$ cat config.mk
export PLATFORM = sky130hd
export DESIGN_NAME = spi_sck_cs_seq
export DESIGN_NICKNAME = d
export VERILOG_FILES = /design/src/rtl/spi_sck_cs_seq.sv
export SDC_FILE = /design/constraint.sdc
export NUM_CORES = 1
export LEC_CHECK = 0
export BUFFER_PORTS_ARGS = -buffer_cell sky130_fd_sc_hd__buf_2
export CORE_MARGIN = 5
export CORE_UTILIZATION = 50
export DETAILED_ROUTE_END_ITERATION = 6
export PLACE_DENSITY = 0.75
export SKIP_CTS_REPAIR_TIMING = 1
export SYNTH_ARGS = -nofsm -noshare
export SYNTH_HDL_FRONTEND = slang
export SYNTH_SLANG_ARGS = --single-unit
$ cat constraint.sdc
create_clock -name clk -period 2.9 [get_ports clk]
set_input_delay 0.435 -clock clk [delete_from_list [all_inputs] [get_ports clk]]
set_output_delay 0.435 -clock clk [all_outputs]
set_load 0.05 [all_outputs]
$ cat src/rtl/spi_sck_cs_seq.sv
module spi_sck_cs_seq #(
  parameter int CS_LINES = 4,
  parameter int DIV_W    = 12,
  parameter int DLY_W    = 8,
  parameter int LEN_W    = 4
) (
  input  logic                clk,
  input  logic                rst_n,
  input  logic [DIV_W-1:0]    cfg_div,
  input  logic                cfg_cpha,
  input  logic                cfg_cpol,
  input  logic [1:0]          cfg_csmode,
  input  logic [4:0]          cfg_csid,
  input  logic                wr_dly0,
  input  logic                wr_dly1,
  input  logic                wr_csdef,
  input  logic [31:0]         wr_data,
  output logic [31:0]         csdef_rd,
  input  logic                frame_start,
  input  logic [LEN_W-1:0]    frame_len,
  output logic                busy,
  output logic                sck,
  output logic [CS_LINES-1:0] cs_line,
  output logic                sample_stb,
  output logic                shift_stb
);
  localparam int REM_W = ((DLY_W > LEN_W) ? DLY_W : LEN_W) + 1;
  localparam logic [1:0] MODE_HOLD = 2'd2;
  localparam logic [1:0] MODE_OFF  = 2'd3;

  typedef enum logic [2:0] {S_IDLE, S_IXF, S_LEAD, S_XFER, S_TRAIL, S_GAP} st_t;

  st_t                 st;
  logic [REM_W-1:0]    rem;
  logic [DIV_W-1:0]    divcnt, div_a;
  logic                cpol_a, cpha_a, hold_l, cs_act, sck_r;
  logic [4:0]          csid_l;
  logic [LEN_W-1:0]    len_l;
  logic [CS_LINES-1:0] csdef;
  logic [DLY_W-1:0]    d_cssck, d_sckcs, d_intercs, d_interxfr;

  function automatic logic [REM_W-1:0] twice(input logic [DLY_W-1:0] d);
    return REM_W'({d, 1'b0});
  endfunction

  wire ht      = (divcnt == div_a);
  wire release_hold = (st == S_IDLE) && cs_act &&
                      ((cfg_csmode != MODE_HOLD) || (cfg_csid != csid_l) || wr_csdef);
  wire go      = (st == S_IDLE) && !release_hold && frame_start && (frame_len != '0);
  wire edge_now = (st == S_XFER) && ht && (rem != '0);
  wire lead    = ~rem[0];

  assign busy       = (st != S_IDLE);
  assign sck        = sck_r;
  assign sample_stb = edge_now && (lead ^ cpha_a);
  assign shift_stb  = edge_now && !(lead ^ cpha_a);
  assign csdef_rd   = 32'(csdef);

  for (genvar i = 0; i < CS_LINES; i++) begin : g_cs
    assign cs_line[i] = csdef[i] ^ (cs_act && (csid_l == 5'(i)));
  end

  always_ff @(posedge clk or negedge rst_n) begin
    if (!rst_n) begin
      d_cssck    <= DLY_W'(1);
      d_sckcs    <= DLY_W'(1);
      d_intercs  <= DLY_W'(1);
      d_interxfr <= '0;
      csdef      <= '1;
    end else begin
      if (wr_dly0) begin
        d_cssck <= wr_data[DLY_W-1:0];
        d_sckcs <= wr_data[16 +: DLY_W];
      end
      if (wr_dly1) begin
        d_intercs  <= wr_data[DLY_W-1:0];
        d_interxfr <= wr_data[16 +: DLY_W];
      end
      if (wr_csdef) csdef <= wr_data[CS_LINES-1:0];
    end
  end

  always_ff @(posedge clk or negedge rst_n) begin
    if (!rst_n) begin
      st     <= S_IDLE;
      rem    <= '0;
      divcnt <= '0;
      div_a  <= '0;
      cpol_a <= 1'b0;
      cpha_a <= 1'b0;
      hold_l <= 1'b0;
      cs_act <= 1'b0;
      csid_l <= '0;
      len_l  <= '0;
      sck_r  <= 1'b0;
    end else if (st == S_IDLE) begin
      divcnt <= '0;
      div_a  <= cfg_div;
      cpol_a <= cfg_cpol;
      cpha_a <= cfg_cpha;
      sck_r  <= cfg_cpol;
      if (release_hold) begin
        cs_act <= 1'b0;
        st     <= S_GAP;
        rem    <= twice(d_intercs);
      end else if (go) begin
        hold_l <= (cfg_csmode == MODE_HOLD);
        len_l  <= frame_len;
        if (cs_act) begin
          st  <= S_IXF;
          rem <= twice(d_interxfr);
        end else begin
          st     <= S_LEAD;
          rem    <= twice(d_cssck);
          cs_act <= (cfg_csmode != MODE_OFF);
          csid_l <= cfg_csid;
        end
      end
    end else if (rem == '0) begin
      divcnt <= '0;
      case (st)
        S_IXF, S_LEAD: begin
          st  <= S_XFER;
          rem <= REM_W'({len_l, 1'b0});
        end
        S_XFER: begin
          if (hold_l && cs_act) st <= S_IDLE;
          else begin
            st  <= S_TRAIL;
            rem <= twice(d_sckcs);
          end
        end
        S_TRAIL: begin
          cs_act <= 1'b0;
          st     <= S_GAP;
          rem    <= twice(d_intercs);
        end
        default: st <= S_IDLE;
      endcase
    end else if (ht) begin
      divcnt <= '0;
      rem    <= rem - 1'b1;
      if (st == S_XFER) sck_r <= ~sck_r;
    end else begin
      divcnt <= divcnt + 1'b1;
    end
  end
endmodule


Word level (Yosys, flattened, before mapping)
Cells that the tools add are included.
Storage, ports and cells
  register bits: 85
  latch bits: 0
  memory bits (writable): 0
  ROM bits: 0
  output and inout port bits: 40
  memories kept: 0
Cells by class
  $add $sub $neg: 2
  multiply operators: 0
  divide/modulo/power cells: 0
  magnitude comparators: 0
  eq/ne operators: 16
  shift-type cells: 0
  mux-type cells: 28
  bitwise logic cells: 9
  reduce and logical (&&, ||, !) cells: 36
Operators by type and width (count)
  9-bit two-way mux: 7
  12-bit two-way mux: 3
  9-bit case mux with 3 select lines: 1
  3-bit two-way mux: 5
  1-bit logical AND: 14
  12-bit by 1-bit adder with 12-bit output (second input constant): 1
  12-bit == test: 1
  5-bit by 2-bit == test with 1-bit output (second input constant): 2
  1-bit two-way mux: 10
  9-bit zero test: 1
  3-bit case mux with 3 select lines: 1
  3-bit AND reduction: 3
  9-bit nonzero test: 1
  9-bit by 1-bit subtractor with 9-bit output (second input constant): 1
  4-bit AND reduction: 2
  2-bit nonzero test: 4
  3-bit by 2-bit == test with 1-bit output (second input constant): 2
  2-bit != test (second input constant): 3
  3-bit nonzero test: 2
  5-bit by 1-bit == test with 1-bit output (second input constant): 1
  5-bit zero test: 1
  5-bit by 3-bit != test with 1-bit output (second input constant): 1
  5-bit != test: 1
  1-bit bitwise XOR: 5
  13 further kinds: 18

Depth between registers and ports, before layout
Gate-level depths: netlist of run 1.
  depth in word-level cells: 11
  depth in mapped cells: 9
  mapped depth without buffers: 8

Least setup slack after synthesis of run 1
No wires, ideal clock.
  kind: register to output
  start: register rem[0]
  end: output port shift_stb
  arrival time: 2098 ps
  data required time: 2465 ps
  path slack: 367 ps
  cell stages (with the launch flop): 8
  cells stage by stage: dfrtp_1 > inv_1 > ha_1 > nor4b_1 > nand3_1 > clkbuf_1 > nand3b_1 > nor2b_1
Between the ends
  longest elaborated chain between the ends: 4
RTL lines
  start: declaration: RTL line 34  | logic [REM_W-1:0] rem;
  start signal: assignment: RTL line 105  | rem <= twice(d_intercs);
  start signal: assignment: RTL line 111  | rem <= twice(d_interxfr);
  start signal: assignment: RTL line 114  | rem <= twice(d_cssck);
  branches (longest 3 deep; another with 9-bit nonzero test)
  1-bit logical AND (*): RTL line 56  | assign shift_stb = edge_now && !(lead ^ cpha_a);
  end: declaration: RTL line 25  | output logic shift_stb
Every way passes the cells marked *.

Worst setup path in the final report of run 1
  start: register divcnt[3]
  end: output port sample_stb
Between the ends
  longest elaborated chain between the ends: 4
RTL lines
  start: declaration: RTL line 35  | logic [DIV_W-1:0] divcnt, div_a;
  start signal: assignment: RTL line 145  | divcnt <= divcnt + 1'b1;
  12-bit == test: RTL line 46  | wire ht = (divcnt == div_a);
  1-bit logical AND (2 in series): RTL line 50  | wire edge_now = (st == S_XFER) && ht && (rem != '0);
  1-bit logical AND: RTL line 55  | assign sample_stb = edge_now && (lead ^ cpha_a);
  end: declaration: RTL line 24  | output logic sample_stb,
No other way between the ends.

==> results of run 1 <==
==> placed cells by master, fill, tap and decap left out, drive strengths merged, types with 7 or more instances in the layout <==
cell	n
nand3	15
a21oi	10
nor2	31
dfstp	7
nand2	63
conb	28
inv	9
xor2	26
clkbuf	11
xnor2	8
o21ai	23
a22o	7
mux2	49
buf	70
dfrtp	78
==> through the flow <==
stage | util (%) | hold WS [ns]
final | 56.9 | 0.257
after CTS | 56.7 | 0.256
after detailed placement | 54.3 | 0.472
after global routing | 56.9 | 0.255
after global placement | 54.3 | 0.470
after floorplan | - | 0.139
==> cell usage after synthesis, types with 8 or more instances <==
cell	count	share of area (%)
dfrtp_1	78	42
o21ai_0	23	2.5
nand2_1	63	5.1
inv_1	8	0.65
nor2_1	30	2.4
xor2_1	26	4.9
buf_4	28	4.5
a21oi_1	10	1.1
nand3_1	15	1.6
clkbuf_1	18	1.5
xnor2_1	8	1.5
mux2_2	48	12
==> flip-flops by register name (all words and copies together), names as in the netlist, 5 cells and up <==
register    cells
div_a          12
d_cssck         8
d_sckcs         8
csid_l          5
rem             9
divcnt         12
d_intercs       8
d_interxfr      8
==> cell families (layout without fill, tap and decap cells) <==
family | Yosys count | count (layout) | share of synthesized area (%)
buffers and inverters | 57 | 94 | 7.09
AO/OA/AOI/OAI | 72 | 72 | 10.8
AND/OR/NAND/NOR | 152 | 152 | 15.5
multiplexers | 55 | 55 | 13.3
XOR/XNOR | 34 | 34 | 6.44
adder cells (fa/ha/maj) | 2 | 2 | 0.541
other | 1 | 28 | 0.0811
flip-flops | 85 | 85 | 46.2
==> routing by layer <==
layer | vias up | wire, um | GRT usage, %
met5 | - | 0 | 0
met4 | 0 | 212 | 7.31
met3 | 20 | 738 | 4.74
met2 | 140 | 5090 | 31.9
met1 | 1696 | 4400 | 25.0
li1 | 1657 | - | -
==> worst register-to-register path, stage by stage, from the launching register on <==
cell	delay (ns)
dfrtp_1	0.42
inv_1	0.08
ha_1	0.24
nor4b_4	0.27
and3_1	0.42
nor2_1	0.12
nand2_1	0.26
nand2_1	0.29
mux2_2	0.35
==> final timing paths <==
path	from	end	slack, ns
setup / recovery	divcnt[3]	sample_stb	0.26
hold / removal	rst_n	len_l[2]	0.26
setup reg to reg	rem[0]	rem[1]	0.35
hold reg to reg	hold_l	hold_l	0.49
max in group asynchronous	rst_n	divcnt[0]	1.93
min in group clk	cfg_div[11]	div_a[11]	0.27
==> power by group <==
group	internal [mW]	switching, mW
Sequential	1.53	0.373
Clock	0.489	0.436
Combinational	0.755	1.03
Total	2.77	1.84
==> area by class of cell <==
| type | count | area share, % |
|---|---|---|
| inverters | 8 | 0.580 |
| repair buffers | 70 | 7.39 |
| multi-input cells | 343 | 44.0 |
| well taps | 111 | 2.68 |
| clock inverters | 5 | 1.62 |
| flip-flops and latches | 85 | 41.2 |
| clock buffers | 11 | 2.54 |
==> flow_summary.yaml, run 1 <==
yosys:
  synth.cell_area_um2: 4620
  synth_cell_type_count: 59
  edff_count_synth: 0
  synth-main-ff-cell: "dfrtp_1"
  yosys_register_bits: 85
  seq_area_frac_synth_pct: 46.2
  asyncSetResetFlopFracSynth_pct: 100
  synth.avg_cell_area_um2: 10.1
  netlist_instances: 458
  count_of_synthesis_stage_warnings_from_yosys: 0
sta:
  slew_headroom_pct: 28.7
  finalCritPeriodShare_pct: 91.1
  report.final.slew_viol_count: 0
  skew_ns: 0.0132
  finalWorstSetupSlack_ns: 0.257
  fmax_mhz: 378
  final_setup_violation_count: 0
  timing.final.hold_violations: 0
  tightest_slew_ns: 1.07
  final_period_minus_worst_setup_slack_ns: 2.64
  rsz0062_at_grt: "false"
  fin_setup_tns_ns: 0
critical_path:
  worst_setup_path_start_kind: "flip-flop"
  worst-endpoint-required_ns: 2.47
  critical_path.cell_chain: "xor2_1, nor4_1, nand3_1, nand3b_1, nor2_1, buf_2"
  path_class: "flip-flop to output pin"
  cp-end-kind: "output pin"
  reg2reg_depth: 8
  critPathArrivalTime_ns: 2.21
  worstSetupPathDepth: 6
  critical_path.slowest_cell: "dfrtp_1"
  cp_num_buf_inv: 1
  maximum_single_stage_delay_on_the_critical_path_ns: 0.43
  critical-path-top-delay-family: "simple AND/OR/NAND/NOR gates"
  crit_fanout: 4
power_and_ir_drop:
  vdd.ir_drop.worst_uv: 433
  power.total_mw: 4.61
  leakage_power_figure_nw: 2.44
  pwr_per_cell_area_nw_per_um2: 890
cts:
  ctsRootBufferMaster: "clkbuf_8"
  clockBufferDepth: 2
  htreeDepth: 3
  numCtsBuffers: 9
  clock_tree_from_tritoncts: "done"
  clock-sinks: 85
  clock_latency_ns: 0.35
  cts.clk_slew.worst_paths_ns: 0.09
cells_and_area:
  filler_cell_count: 811
  antennaDiodeCount: 0
  area_growth_pct: 12.0
  layout.cell_area.non_filler_um2: 5180
  finalNetCount: 582
  multiInputGateArea_um2: 2280
  final-seq-area_um2: 2140
  drive_gt1_share_pct: 28.2
  final_cell_count_no_fill: 633
placement:
  detailed_placer_s_ending_hpwl_mm: 7.69
  placement.setup.worst_slack_ns: 0.220
  globalplace.congestion: 0.926
  post_dp_cell_area_um2: 4950
  port_buffers: 58
  number_of_cells_in_the_design_after_placement: 617
floorplanning:
  core_um2: 9110
  die_height_um: 106
  die_width_um: 106
  io_pins: 103
  fp-row-count: 35
  initial_core_util_pct: 50.8
  die_area_um2: 11300
route:
  antenna_left: 0
  dr_total_vias: 3513
  route.final.wire_length_mm: 10.4
  route.detailed.drc: 0
  detail_route.first_pass.iterations: 5
  drt_first_iter_violations: 257
  vias_per_cell: 5.55
  route.detailed.wl_per_inst_um: 16.5
global_route:
  grt_first_pass_wirelength_mm: 17.8
  globalRouteTotalUtil_pct: 19.5
  grt_max_degree: 86
  grt-ovfl-total: 0
  vias_in_the_first_global_route: 3605
  initial_antenna_violation_count: 0
hold_path:
  worstHoldPathType: "primary input to async pin"
job:
  maxCapViolCount: 0
run_status:
  outcome: "finished, final reports clean"
(Power assumes the default switching activity.)
==> run 2, diff against run 1 <==
- clock period: 2.9 -> 3.2 ns (I/O delays scaled with it)
==> run 2 against run 1 <==
  * Critical path depth increased by 2
  * Sequential share of layout area increased by 0.38 points
  * First-iteration DRC count decreased by 21%
  * Global-route usage decreased by 0.57 points
  * Total power decreased by 11%
  * Worst hold slack improved by 0.024 ns
  * Largest cell class unchanged
  * Largest power group unchanged
==> flow_summary.yaml, run 2 (synthesis gave the netlist of run 1 again) <==
cts:
  clock-sinks: 85
  numCtsBuffers: 9
  clockBufferDepth: 2
  ctsRootBufferMaster: "clkbuf_8"
  clock_tree_from_tritoncts: "done"
  htreeDepth: 3
  clock_latency_ns: 0.36
  cts.clk_slew.worst_paths_ns: 0.09
global_route:
  grt-ovfl-total: 0
  grt_max_degree: 86
  globalRouteTotalUtil_pct: 18.9
  grt_first_pass_wirelength_mm: 17.1
  initial_antenna_violation_count: 0
  vias_in_the_first_global_route: 3503
placement:
  port_buffers: 58
  number_of_cells_in_the_design_after_placement: 613
  detailed_placer_s_ending_hpwl_mm: 7.51
  globalplace.congestion: 0.906
  placement.setup.worst_slack_ns: 0.608
  post_dp_cell_area_um2: 4920
sta:
  tightest_slew_ns: 1.07
  final_setup_violation_count: 0
  timing.final.hold_violations: 0
  finalWorstSetupSlack_ns: 0.294
  final.hold.worst_slack_ns: 0.281
  fin_setup_tns_ns: 0
  finalCritPeriodShare_pct: 90.8
  skew_ns: 0.0121
  slew_headroom_pct: 28.7
  rsz0062_at_grt: "false"
  report.final.slew_viol_count: 0
  final_period_minus_worst_setup_slack_ns: 2.91
  fmax_mhz: 344
route:
  dr_total_vias: 3485
  drt_first_iter_violations: 204
  route.final.wire_length_mm: 10.1
  detail_route.first_pass.iterations: 4
  antenna_left: 0
  route.detailed.drc: 0
  vias_per_cell: 5.54
  route.detailed.wl_per_inst_um: 16.1
hold_path:
  worstHoldPathType: "primary input to async pin"
critical_path:
  worst_reg2reg_endpoint: "rem[0]"
  cp-end-kind: "output pin"
  worstReg2RegStart: "rem[0]"
  reg2reg_depth: 8
  minimum_setup_slack_among_reg_to_reg_paths_ns: 0.56
  worst-endpoint-required_ns: 2.72
  critical_path.slowest_cell: "dfrtp_1"
  worst_setup_path_start_kind: "flip-flop"
  maximum_single_stage_delay_on_the_critical_path_ns: 0.45
  critical_path.cell_chain: "inv_1, ha_1, nor4b_1, nand3_1, buf_4, nand3b_1, nor2_1, buf_2"
  critical-path-top-delay-family: "simple AND/OR/NAND/NOR gates"
  crit_fanout: 12
  path_class: "flip-flop to output pin"
  cp_num_buf_inv: 3
  critPathArrivalTime_ns: 2.43
floorplanning:
  die_width_um: 106
  fp-row-count: 35
  core_um2: 9110
  die_height_um: 106
  die_area_um2: 11300
  io_pins: 103
  initial_core_util_pct: 50.8
cells_and_area:
  drive_gt1_share_pct: 27.8
  final_cell_count_no_fill: 629
  reg.largest.list: "div_a x12, divcnt x12, rem x9"
  finalNetCount: 578
  antennaDiodeCount: 0
  area_growth_pct: 11.0
  most_used_cells_in_the_layout_excluding_fill_and_tap_cells: "dfrtp_1, nand2_1, buf_2, mux2_2, nor2_1"
  commonest_non_fill_non_tap_cell_in_the_layout: "dfrtp_1"
  layout.cell_area.non_filler_um2: 5130
  filler_cell_count: 792
power_and_ir_drop:
  leakage_power_figure_nw: 2.42
  switching_share_pct: 40.5
  vdd.ir_drop.worst_uv: 395
  seqPwrFrac_pct: 42.5
  p_comb_share_pct: 37.5
  pwr_per_cell_area_nw_per_um2: 798
  power.switching_mw: 1.66
  internal-power_mw: 2.44
  power_frac_clock_pct: 20.0
run_status:
  outcome: "finished, final reports clean"
job:
  maxCapViolCount: 0
run 2: changes by cell type in the layout (fill, tap and decap cells not counted):
cell        delta
nor4b_4        -1
inv_6          +2
inv_8          +1
clkinvlp_4     -1
clkbuf_8       +1
bufinv_16      -1
buf_4          -4
clkbuf_1       -2
nor4b_1        +1
run 2: final cells by class:
class,instances,area [um^2],share of cell area (%)
well taps,111,139,2.71
repair buffers,66,353,6.87
flip-flops and latches,85,2140,41.6
inverters,8,30.0,0.585
clock buffers,10,138,2.68
multi-input cells,343,2260,44.1
clock inverters,6,75.1,1.46
run 2: power groups by stage:
| stage | Clock, mW | Combinational [mW] | Sequential, mW |
|---|---|---|---|
| after detailed placement | 0 | 1.53 | 1.76 |
| final | 0.821 | 1.54 | 1.74 |
| after floorplan | 0 | 1.23 | 1.65 |
| after global placement | 0 | 1.50 | 1.73 |
| after global routing | 0.892 | 1.71 | 1.79 |
| after CTS | 0.841 | 1.54 | 1.74 |
run 2: layer usage:
metal / part of all wire [%] / track usage [%] / vias up / wire (um)
li1: - / - / 1649 / -
met1: 42 / 24.5 / 1700 / 4310
met2: 49 / 31.4 / 122 / 4980
met3: 6.8 / 3.83 / 14 / 694
met4: 1.6 / 6.66 / 0 / 167
met5: 0 / 0 / - / 0
run 2: through the flow:
stage,power (mW),util (%)
2_1_floorplan,2.89,-
3_3_place_gp,3.23,54.0
3_5_place_dp,3.29,54.0
4_1_cts,4.12,56.3
5_1_grt,4.40,56.3
6_report,4.10,56.3
run 2: worst max-delay path by stage:
stage / startpoint / to / slack [ns] / cells after the start
finish: rem[0] / sample_stb / 0.29 / 8
floorplan: rem[0] / shift_stb / 0.62 / 7
CTS: rem[0] / sample_stb / 0.28 / 8
global route: rem[0] / sample_stb / 0.13 / 8
detailed placement: cfg_csid[3] / rem[1] / 0.61 / 7
global placement: cfg_csid[3] / rem[2] / 0.64 / 7
